## src/rtl/setpt_pkg.sv

```systemverilog
package setpt_pkg;
  typedef enum logic [1:0] {
    OP_SHUT = 2'd0,
    OP_MID  = 2'd1,
    OP_RUN  = 2'd2
  } op_mode_t;
endpackage

```

## src/rtl/pin_sync.sv

```systemverilog
module pin_sync #(
  parameter int WIDTH  = 2,
  parameter int STAGES = 2
) (
  input  logic             clk,
  input  logic             rst,
  input  logic [WIDTH-1:0] din,
  output logic [WIDTH-1:0] dout
);
  logic [WIDTH-1:0] chain [STAGES];

  for (genvar s = 0; s < STAGES; s++) begin : g_stage
    if (s == 0) begin : g_first
      always_ff @(posedge clk) begin
        if (rst) chain[s] <= '0;
        else     chain[s] <= din;
      end
    end else begin : g_next
      always_ff @(posedge clk) begin
        if (rst) chain[s] <= '0;
        else     chain[s] <= chain[s-1];
      end
    end
  end

  assign dout = chain[STAGES-1];
endmodule

```

## src/rtl/mode_decode.sv

```systemverilog
module mode_decode
  import setpt_pkg::*;
(
  input  logic     clk,
  input  logic     rst,
  input  logic     mode_s,
  input  logic     adj_s,
  output op_mode_t op,
  output logic     step
);
  logic adj_q;
  logic run_q;
  logic run_now;

  always_comb begin
    if (mode_s)     op = OP_RUN;
    else if (adj_s) op = OP_MID;
    else            op = OP_SHUT;
  end

  assign run_now = (op == OP_RUN);

  // an edge counts only if run was already active in the previous cycle
  assign step = run_now && run_q && adj_s && !adj_q;

  always_ff @(posedge clk) begin
    if (rst) begin
      adj_q <= 1'b0;
      run_q <= 1'b0;
    end else begin
      adj_q <= adj_s;
      run_q <= run_now;
    end
  end
endmodule

```

## src/rtl/step_counter.sv

```systemverilog
module step_counter
  import setpt_pkg::*;
#(
  parameter int CODE_W = 6
) (
  input  logic              clk,
  input  logic              rst,
  input  op_mode_t          op,
  input  logic              step,
  output logic [CODE_W-1:0] code
);
  localparam logic [CODE_W-1:0] MID_CODE = 1 << (CODE_W - 1);
  localparam logic [CODE_W-1:0] ONE      = 1;

  always_ff @(posedge clk) begin
    if (rst) begin
      code <= MID_CODE;
    end else begin
      case (op)
        OP_MID:  code <= MID_CODE;
        OP_RUN:  if (step) code <= code + ONE;
        default: code <= code;
      endcase
    end
  end
endmodule

```

## src/rtl/setpoint_stepper.sv

```systemverilog
module setpoint_stepper
  import setpt_pkg::*;
#(
  parameter int CODE_W      = 6,
  parameter int SYNC_STAGES = 2
) (
  input  logic              clk,
  input  logic              rst,
  input  logic              mode_pin,
  input  logic              adj_pin,
  output logic [CODE_W-1:0] code_o,
  output logic              shutdown_o,
  output logic              enable_o
);
  logic [1:0] pins_s;
  op_mode_t   op;
  logic       step;

  pin_sync #(.WIDTH(2), .STAGES(SYNC_STAGES)) u_sync (
    .clk  (clk),
    .rst  (rst),
    .din  ({mode_pin, adj_pin}),
    .dout (pins_s)
  );

  mode_decode u_dec (
    .clk    (clk),
    .rst    (rst),
    .mode_s (pins_s[1]),
    .adj_s  (pins_s[0]),
    .op     (op),
    .step   (step)
  );

  step_counter #(.CODE_W(CODE_W)) u_cnt (
    .clk  (clk),
    .rst  (rst),
    .op   (op),
    .step (step),
    .code (code_o)
  );

  always_ff @(posedge clk) begin
    if (rst) begin
      shutdown_o <= 1'b0;
      enable_o   <= 1'b0;
    end else begin
      shutdown_o <= (op == OP_SHUT);
      enable_o   <= (op == OP_RUN);
    end
  end
endmodule

```

## config.mk

```make
export PLATFORM = sky130hd
export DESIGN_NAME = setpoint_stepper
export DESIGN_NICKNAME = d
export VERILOG_FILES = /design/src/rtl/setpt_pkg.sv /design/src/rtl/pin_sync.sv /design/src/rtl/mode_decode.sv /design/src/rtl/step_counter.sv /design/src/rtl/setpoint_stepper.sv
export SDC_FILE = /design/constraint.sdc
export NUM_CORES = 1
export LEC_CHECK = 0
export ABC_AREA = 1
export BUFFER_PORTS_ARGS = -buffer_cell sky130_fd_sc_hd__buf_2
export CORE_MARGIN = 2
export CORE_UTILIZATION = 36
export DETAILED_ROUTE_END_ITERATION = 10
export MAX_ROUTING_LAYER = met4
export SETUP_SLACK_MARGIN = 0.15
export SYNTH_ARGS = -nofsm -noshare
export SYNTH_HDL_FRONTEND = slang
export SYNTH_HIERARCHICAL = 1
export SYNTH_SLANG_ARGS = --single-unit
```

## constraint.sdc

```tcl
create_clock -name clk -period 1.65 [get_ports clk]
set_input_delay 0 -clock clk [delete_from_list [all_inputs] [get_ports clk]]
set_output_delay 0 -clock clk [all_outputs]
set_load 0.1 [all_outputs]
```

Yosys cells after proc, flatten, opt, wreduce, memory -nomap -nowiden
Memory sizes are Yosys's and may differ from the RTL's.
Cells that the tools add are included.
W data, S select, Z words.
Storage, ports and cells
  logic and storage cells: 27
  register bits: 9
  memories kept: 1
  input port bits: 4
  output and inout port bits: 8
  memory bits (writable): 4
  bits in latches: 0
  memory bits (read-only): 0
Operators by class
  shifts and indexed selects: 0
  mux-type cells: 9
  multiply operators: 0
  eq/ne operators: 3
  magnitude comparators: 0
  bitwise operators: 2
  $add $sub $neg: 1
  divide/modulo/power cells: 0
  reductions and logical operators: 7
Memories
  u_sync.chain: depth 2, width 2, read ports 2, clocked after memory_dff 0, wr ports 2, RTL line pin_sync.sv:10  | logic [WIDTH-1:0] chain [STAGES];
Operators with widths (number)
  $pmux W6 S2: 1
  $add A6 B1 Y6 const B: 1
  $mux W2: 3
  $mux W6: 1
  $mux W1: 4
  $logic_and A1 B1 Y1: 3
  $eq A2 B1 Y1 const B: 1
  $eq A2 B2 Y1 const B: 1
  $logic_not A2 Y1: 1
  $ne A2 B2 Y1 const B: 1
  $or A1 B1 Y1: 2
  $reduce_and A2 Y1: 1
  $reduce_bool A2 Y1: 1
  $logic_not A1 Y1: 1

Depth between registers and ports, before layout
Gate-level depths: netlist of the first run.
An unclocked memory read counts as a cell.
  word-level depth: 9
  depth in mapped cells: 8

Hierarchy
Netlist of the first run, hierarchy kept.
Modules (own cells, without submodules)
  step_counter: instances 1, cells an instance 47, area each 321.6 um^2
  pin_sync: instances 1, cells an instance 12, area each 110.1 um^2
  mode_decode: instances 1, cells an instance 12, area each 81.3 um^2
  setpoint_stepper: instances 1, cells an instance 8, area each 67.6 um^2

Worst setup path before layout of the first run
OpenSTA, ideal clock, no wires.
  path kind: register -> register
  start point: register u_cnt.code[1]
  end point: register u_cnt.code[4]
  setup slack: -0.165 ns
  required time: 1.537 ns
  buffers on the path: 0
  data arrival time: 1.702 ns
  cell stages (with the launch flop): 7
  library setup time: 0.113 ns
  path through: dfxtp_1 ha_1 nand3_1 nor2_1 nand2_1 nand2_1 nor2_1
On the way
  longest elaborated chain between the ends: 3
RTL lines
  from (decl): RTL line step_counter.sv:10  | output logic [CODE_W-1:0] code
  from (signal assigned): RTL line step_counter.sv:21  | OP_RUN: if (step) code <= code + ONE;
  from (signal assigned): RTL line step_counter.sv:22  | default: code <= code;
  $add A6 B1 Y6: RTL line step_counter.sv:21
  $mux W6: RTL line step_counter.sv:21
  $pmux W6 S2: RTL line step_counter.sv:19  | case (op)
No other way between the ends. The select of a mux whose other input is x is not followed.
A chain may end at the register's enable or synchronous reset.

==> results.md, run 1 <==
* Status: completed
* DRT antenna net count at 0
* Power per cell area at 840 nW/um2
* Post-CTS Setup Bufs at 0
* Total CTS buffers at 3
* Slew Viols, Final at 0
* Synth Register Bits at 14
* Row count at 14
* Final Net Count at 101
* Synth Area in Compound Gates at 8.19%
* Worst hold slack at 39.7 ps
* 1st-pass router iterations at 4
* Final hold violations at 0
* Synth-to-layout area growth at 20.3%
* Peak supply drop at 0.383 mV
* Critical-path top delay cell: dfxtp_2
* Cell area after synthesis at 581 um2
* Routed WL at 1.05 mm
* Core box area at 1510 um2
* DP Worst Slack at 315 ps
* Final routed DRC violation total at 0
* CTS tree: built
* WP data required at 1810 ps
* Mux cell area share after synthesis at 0%
* WS Path Type: reg2reg
* Final total power at 0.587 mW
* Final Wtd Congestion at 0.790
* Drt wl/cell at 9.52 um
* Critical Path AT at 1470 ps
* Worst hold start: rst
* Syn_nets at 84
* Final setup viols at 0
* Via count at 502
* Fillers at 167
* Ys Warns at 6
* Post-Syn Instances at 79
* Grt total ovfl at 0
* Post-synthesis simple-gate area fraction at 31.0%
* Most frequent CP cell: nand2_1
* Final period utilization at 79.4%
* Layout cells sized above 1 at 27.7%
* Worst-path fanout max at 7
* XOR/XNOR share of the synthesized area at 0%
* Placed inst area at 654 um2
* Fmax at 763 MHz
* Vias in the first global route at 478
* Cell chain of the critical path: nor2_1 > nand2_1 > nand2_1 > nand2_1 > nand2_1 > nand3_1
* Max Cap Viol at 0
* Vias per cell at 4.56
* First-pass GRT wire length at 1.88 mm
* DP Cell Count at 105
* Starting density of the core at 38.5%
* Mapped Avg Cell Area at 7.35 um2
* Iteration-0 DRC Markers at 16
* H-tree depth at 1
* RSZ-0062 raised after global routing: false
* Kind of cell adding the most delay to the critical path: simple AND/OR/NAND/NOR gates
* Leakage power total at 0.327 nW
* CP startpoint: u_sync/chain[1][1]
* Final Util at 46.3%
* IO Count at 12
* Worst-path clk slew at 80 ps
* Tmin final at 1310 ps
* Clock root cell: clkbuf_4
* Setup TNS at 0 ps
* Die width at 44.2 um
* Design Area, Final at 698 um2
* Reg2reg start: u_sync/chain[1][1]
* Num Clock Sinks at 14
* WP buf/inv at 0
* HP Class: in2reg
* N_diodes at 0
* Largest family of logic cells by synthesized area: simple AND/OR/NAND/NOR gates
* Gr usage total at 13.5%
* Register area share after synthesis at 48.3%
* Least-Margin Pin Slew at 484 ps
* CP Launch Type: flip-flop
* Finished Layout Cells at 110
* Die Footprint at 1950 um2
* Max Root-Sink Buffers at 2
* Worst setup slack after layout at 340 ps
* Most frequent cells in the layout: 16 x nand2_1, 16 x nor2_1, 11 x inv_1, 11 x buf_2, 8 x dfxtp_1
* Largest net degree at the start of global routing at 12
* Die height at 44.2 um
* Worst Setup End Kind: flip-flop
* Skew-Pair Late Insertion Delay at 270 ps
* Worst path max stage delay at 370 ps
* Post-DP HPWL at 734 um
* Synth cell types at 13
* Slew headroom at 68.0%
* Adder-Cell Fraction of Synth Area at 2.16%
* Initial antenna violation count at 0
* Worst clock skew at 7.65 ps
* I/O Buffers at 11
cell usage after synthesis, drive strengths merged:
master / instances / area share, %
nor2: 18 / 13
nand2: 16 / 10
dfxtp: 14 / 48
inv: 14 / 9.1
nand3: 7 / 8.2
a21boi: 3 / 3.9
a21oi: 3 / 2.6
o21ai: 2 / 1.7
buf: 1 / 1.3
ha: 1 / 2.2
cells by family after synthesis:
group                      Yosys count
buffers and inverters               15
and+or+nand+nor                     41
DFF                                 14
AOI/OAI and AO/OA                    8
adders and majority gates            1
state kept, by name (all words and copies together) (netlist names):
name	cells
enable_o	1
shutdown_o	1
u_cnt/code	6
u_sync/chain	4
u_dec/adj_q	1
u_dec/run_q	1
area by class of cell:
class                           instances  area [um2]  share of cell area (%)
Timing Repair Buffer                   13        75.1                    10.8
Sequential cell                        14         288                    41.2
Clock buffer                            3        22.5                    3.23
Tap cell                               16        20.0                    2.87
Multi-Input combinational cell         50         240                    34.4
Inverter                               14        52.6                    7.53
worst paths after layout:
kind | end | cells after the start | slack, ps
worst max-delay path | u_cnt/code[5] | 6 | 340
worst max register to register | u_cnt/code[5] | 6 | 340
worst min register to register | u_sync/chain[1][0] | 2 | 410
worst min-delay path | u_sync/chain[0][1] | 2 | 40
metal layers:
layer	vias up	track usage, %	routed length, um
met5	-	-	0
li1	272	-	-
met4	0	7.27	19
met3	2	3.67	48
met1	215	17.7	518
met2	13	18.8	460
what timing repair did:
item                                    CTS  global route
endpoints found under the setup margin    0             2
resized for setup                         0             1
hold buffers                              2             0
hold endpoints to repair                  2             0
worst reg2reg max path: stages (launching register included):
cell,delay (ps)
dfxtp_2,370
nor2_1,360
nand2_1,190
nand2_1,130
nand2_1,50
nand2_1,50
nand3_1,50
power breakdown:
group / internal, mW / leakage (nW) / switching [mW]
sequential: 0.346 / 0.117 / 0.00406
clock: 0.0844 / 0.0138 / 0.101
combinational: 0.0139 / 0.196 / 0.0373
total: 0.444 / 0.327 / 0.142
No activity file was read; power rests on OpenSTA's default activity.
==> run 2, diff against run 1 <==
Clock period 1.65 ns to 1.3 ns, I/O delays scaled along.
==> run 2 against run 1 <==
Via count fell by 0.40%. Utilization rose by 6.6 points. Largest power group unchanged. Routed wire length fell by 2.5%. Highest routed layer unchanged. Global-route usage fell by 0.25 points. Cell area rose by 14%. Combinational power rose by 46%.
==> results.md, run 2 (synthesis results as in run 1) <==
* Status: completed
* Critical Path AT at 1290 ps
* Vias in the first global route at 471
* Drt wl/cell at 8.88 um
* Clock root cell: clkbuf_4
* Total CTS buffers at 3
* Most frequent cells in the layout: 14 x nor2_1, 13 x nand2_1, 11 x buf_2
* Final Wtd Congestion at 0.848
* Final period utilization at 85.4%
* WS Path Type: reg2reg
* First-pass GRT wire length at 1.81 mm
* Peak supply drop at 0.654 mV
* Leakage power total at 0.353 nW
* Worst-path clk slew at 90 ps
* Final total power at 0.816 mW
* Die Footprint at 1950 um2
* Row count at 14
* Tmin final at 1110 ps
* Worst Setup End Kind: flip-flop
* Layout cells sized above 1 at 44.4%
* CP Launch Type: flip-flop
* Commonest non-fill, non-tap cell in the layout: nor2_1
* Fmax at 901 MHz
* Sw frac at 23.6%
* 1st-pass router iterations at 2
* Reg2reg start: u_sync/chain[1][0]
* Largest net degree at the start of global routing at 12
* Iteration-0 DRC Markers at 1
* Max Root-Sink Buffers at 2
* Via count at 500
* Top reg by flops: u_cnt/code
* I/O Buffers at 11
* Gate power share at 9.2%
* Final routed DRC violation total at 0
* Post-DP HPWL at 729 um
* Die height at 44.2 um
* Routed WL at 1.02 mm
* R2R setup slack at 190 ps
* Finished Layout Cells at 115
* Biggest regs: u_cnt/code x6, u_sync/chain x4
* WHS Path Cells at 2
* Worst hold start: rst
* Worst-path fanout max at 7
* Final Net Count at 105
* Skew-Pair Late Insertion Delay at 270 ps
* Max Cap Viol at 0
* Synth-to-layout area growth at 37.5%
* Gr usage total at 13.3%
* Power Internal at 0.623 mW
* N_diodes at 0
* Least-Margin Pin Slew at 484 ps
* Reg-to-reg critical path endpoint: u_cnt/code[3]
* DRT antenna net count at 0
* Setup TNS at 0 ps
* Reg power frac at 53.0%
* DP Worst Slack at 138 ps
* Slew headroom at 68.0%
* Core box area at 1510 um2
* Initial antenna violation count at 0
* Slew Viols, Final at 0
* DP Cell Count at 108
* Final hold violations at 0
* Vias per cell at 4.35
* Psw at 0.193 mW
* HP Class: in2reg
* WP data required at 1480 ps
* Worst setup slack after layout at 190 ps
* Worst r2r path cells at 9
* Num Clock Sinks at 14
* Hold Path End: enable_o
* Starting density of the core at 38.5%
* CTS tree: built
* Largest register FFs at 6
* Die width at 44.2 um
* Worst clock skew at 3.09 ps
* Grt total ovfl at 0
* Clock power frac at 37.8%
* IO Count at 12
* Final setup viols at 0
* Power per cell area at 1020 nW/um2
* RSZ-0062 raised after global routing: true
* H-tree depth at 1
## run 2: changes by cell type in the layout (fill, tap and decap cells not counted), moves of 3 or more
| cell | before | now |
|---|---|---|
| dfxtp_4 | 0 | 5 |
| buf_4 | 0 | 4 |
| dfxtp_2 | 6 | 3 |
| nand2_1 | 16 | 13 |
| nand2_2 | 0 | 3 |
## run 2: layout make-up
class | count | area, um2
clock buffer | 4 | 36.3
fill | 148 | 708
inverter | 14 | 55.1
multi-input combinational | 50 | 279
sequential | 14 | 303
tap | 16 | 20.0
timing repair buffer | 17 | 105
## run 2: power groups by stage
stage	registers, mW	logic (mW)	clock network (mW)
global route	0.434	0.0826	0.344
detailed placement	0.442	0.0668	0
finish	0.433	0.0749	0.308
CTS	0.432	0.0719	0.320
global placement	0.442	0.0664	0
floorplan	0.465	0.0243	0
## run 2: metrics by stage
| step | hold slack (ps) | utilization, % | instance area [um2] |
|---|---|---|---|
| after floorplan | 59.4 | - | 621 |
| after global placement | 198 | 47.2 | 711 |
| after detailed placement | 208 | 47.2 | 711 |
| after CTS | 34.8 | 51.4 | 774 |
| after global routing | 46.4 | 53.0 | 798 |
| final | 35.1 | 53.0 | 798 |
## run 2: worst max-delay path by stage
stage,startpoint,to,slack [ps],cells past startpoint
final,u_sync/chain[1][0],u_cnt/code[3],190,9
after global placement,u_sync/chain[1][0],u_cnt/code[0],190,8
after detailed placement,u_sync/chain[1][1],u_cnt/code[2],140,6
after CTS,u_sync/chain[1][0],u_cnt/code[2],170,8
after global routing,u_sync/chain[1][0],u_cnt/code[3],110,9
after floorplan,u_cnt/code[1],u_cnt/code[4],140,6
## run 2: critical path, stage by stage (launching register included)
cell,delay [ps]
dfxtp_2,330
inv_2,50
nor2_1,30
buf_4,150
inv_4,50
nand3_4,110
nor2_1,140
nand2_1,60
nand2_1,60
nor2_1,30
## run 2: routing by layer
layer  up-vias  routed length, um  GRT usage [%]
met3         2                 27           3.67
li1        281                  -              -
met1       211                489           14.7
met5         -                  0              -
met2         6                485           21.5
met4         0                 19           7.27
## run 2: what timing repair did
item                                    CTS  global route
hold buffers                              2             0
resized for setup                         3             9
endpoints found under the setup margin    1             6
hold endpoints to repair                  2             0
buffers inserted                          0             1
pin swaps                                 0             5
==> run 3, diff against run 2 <==
Settings changed: HOLD_SLACK_MARGIN set to 0.15.
==> run 3 against run 2 <==
Clock-buffer cell count unchanged. Non-clock buffer count increased by 4. Cell area increased by 5.0%. Sequential cell count unchanged. Total power increased by 1.3%. Clock skew decreased by 1.0 ps. Sequential power about the same. Final cell count increased by 3.5%. Worst setup slack got worse by 7.2 ps. Critical path depth decreased by 4. Combinational power increased by 13%. Global-route usage increased by 1.1 points.
==> results.md, run 3 (synthesis results as in run 1) <==
* Worst setup slack after layout at 183 ps
* Die height at 44.2 um
* H-tree depth at 1
* Final period utilization at 85.9%
* Placed inst area at 711 um2
* Worst-path fanout max at 1
* Total CTS buffers at 3
* Uppermost layer routed: met4
* Layout cells sized above 1 at 43.7%
* Vias per cell at 4.38
* DP Worst Slack at 138 ps
* Worst hold slack at 402 ps
* Fmax at 895 MHz
* Tmin final at 1120 ps
* Worst clock skew at 2.07 ps
* CP Launch Type: input pin
* Worst path max stage delay at 550 ps
* Iteration-0 DRC Markers at 1
* Least-Margin Pin Slew at 484 ps
* Slew headroom at 68.0%
* Vias in the first global route at 508
* Synth-to-layout area growth at 44.4%
* Reg area at 303 um2
* WS Path Type: in2reg
* DP Cell Count at 108
* Critical-path top delay cell: dlygate4sd3_1
* Starting density of the core at 38.5%
* Row count at 14
* Peak supply drop at 0.653 mV
* Post-DP HPWL at 729 um
* Final Wtd Congestion at 0.848
* 1st-pass router iterations at 4
* Worst Setup End Kind: flip-flop
* Most frequent CP cell: dlygate4sd3_1
* Slew Viols, Final at 0
* WP data required at 1460 ps
* Via count at 521
* I/O Buffers at 11
* Num Clock Sinks at 14
* Biggest regs: u_cnt/code x6, u_sync/chain x4
* Routed WL at 1.07 mm
* HP Class: reg2reg
* Finished Layout Cells at 119
* Critical Path AT at 1280 ps
* Most frequent cells in the layout: 14 x nor2_1, 12 x nand2_1, 11 x buf_2
* Die Footprint at 1950 um2
* Max Root-Sink Buffers at 2
* Clock root cell: clkbuf_4
* M1 WL at 499 um
* Gr usage total at 14.4%
* Final Util at 55.6%
* Largest register FFs at 6
* Initial antenna violation count at 0
* Leakage power total at 0.372 nW
* Status: completed
* Commonest non-fill, non-tap cell in the layout: nor2_1
* DR WL met3 at 26 um
* IO Count at 12
* First-pass GRT wire length at 2.00 mm
* Top reg by flops: u_cnt/code
* Core box area at 1510 um2
* Metal2 WL at 526 um
* Die width at 44.2 um
* DRT antenna net count at 0
* Final setup viols at 0
* Grt total ovfl at 0
* Setup TNS at 0 ps
* Final hold violations at 0
* Fillers at 140
* Cell chain of the critical path: dlygate4sd3_1 > buf_2 > inv_1 > nor2_1 > dlygate4sd3_1
* Drt wl/cell at 8.97 um
* RSZ-0062 raised after global routing: true
* Design Area, Final at 838 um2
* Multi-input logic area at 282 um2
* Final routed DRC violation total at 0
* Skew-Pair Late Insertion Delay at 270 ps
* Worst-path clk slew at 80 ps
* Final Net Count at 109
* CTS tree: built
* Max Cap Viol at 0
* N_diodes at 0
* Final total power at 0.826 mW
* Power per cell area at 985 nW/um2
* Largest net degree at the start of global routing at 9
-- run 3: changes by cell type in the layout (fill, tap and decap cells not counted), sizes merged --
cell         change
dlygate4sd3      +4
-- run 3: cell type report --
cell class,count,share of cell area [%]
inverter,14,6.27
timing repair buffer,21,17.3
multi-input combinational,50,33.6
tap,16,2.39
sequential,14,36.1
clock buffer,4,4.33
-- run 3: power by group --
group	switching, mW	internal (mW)	leakage [nW]
Combinational	0.0528	0.0319	0.232
Sequential	0.00351	0.429	0.119
Clock	0.139	0.170	0.0210
-- run 3: worst max-delay path, delay by kind of cell --
kind / cells / cell delay (ps)
buffers and inverters: 4 / 1250
and+or+nand+nor: 1 / 30
-- run 3: final timing paths --
path,startpoint,endpoint,slack [ps],cells after the start
setup reg to reg,u_sync/chain[1][0],u_cnt/code[3],200,9
setup / recovery,adj_pin,u_sync/chain[0][0],180,5
hold reg to reg,u_sync/chain[0][0],u_sync/chain[1][0],400,2
hold / removal,u_sync/chain[0][0],u_sync/chain[1][0],400,2
-- run 3: repair_timing --
item / in CTS / in global routing
setup endpoints to repair: 1 / 6
resized for setup: 3 / 9
endpoints found under the hold margin: 10 / 0
pin swaps: 0 / 3
cloned: 0 / 0
buffers inserted: 0 / 1
hold buffers: 6 / 0
-- run 3: metal layers --
metal | up-vias | global-route usage (%)
li1 | 287 | -
met3 | 2 | 3.67
met5 | - | -
met4 | 0 | 7.27
met1 | 226 | 15.7
met2 | 6 | 24.1
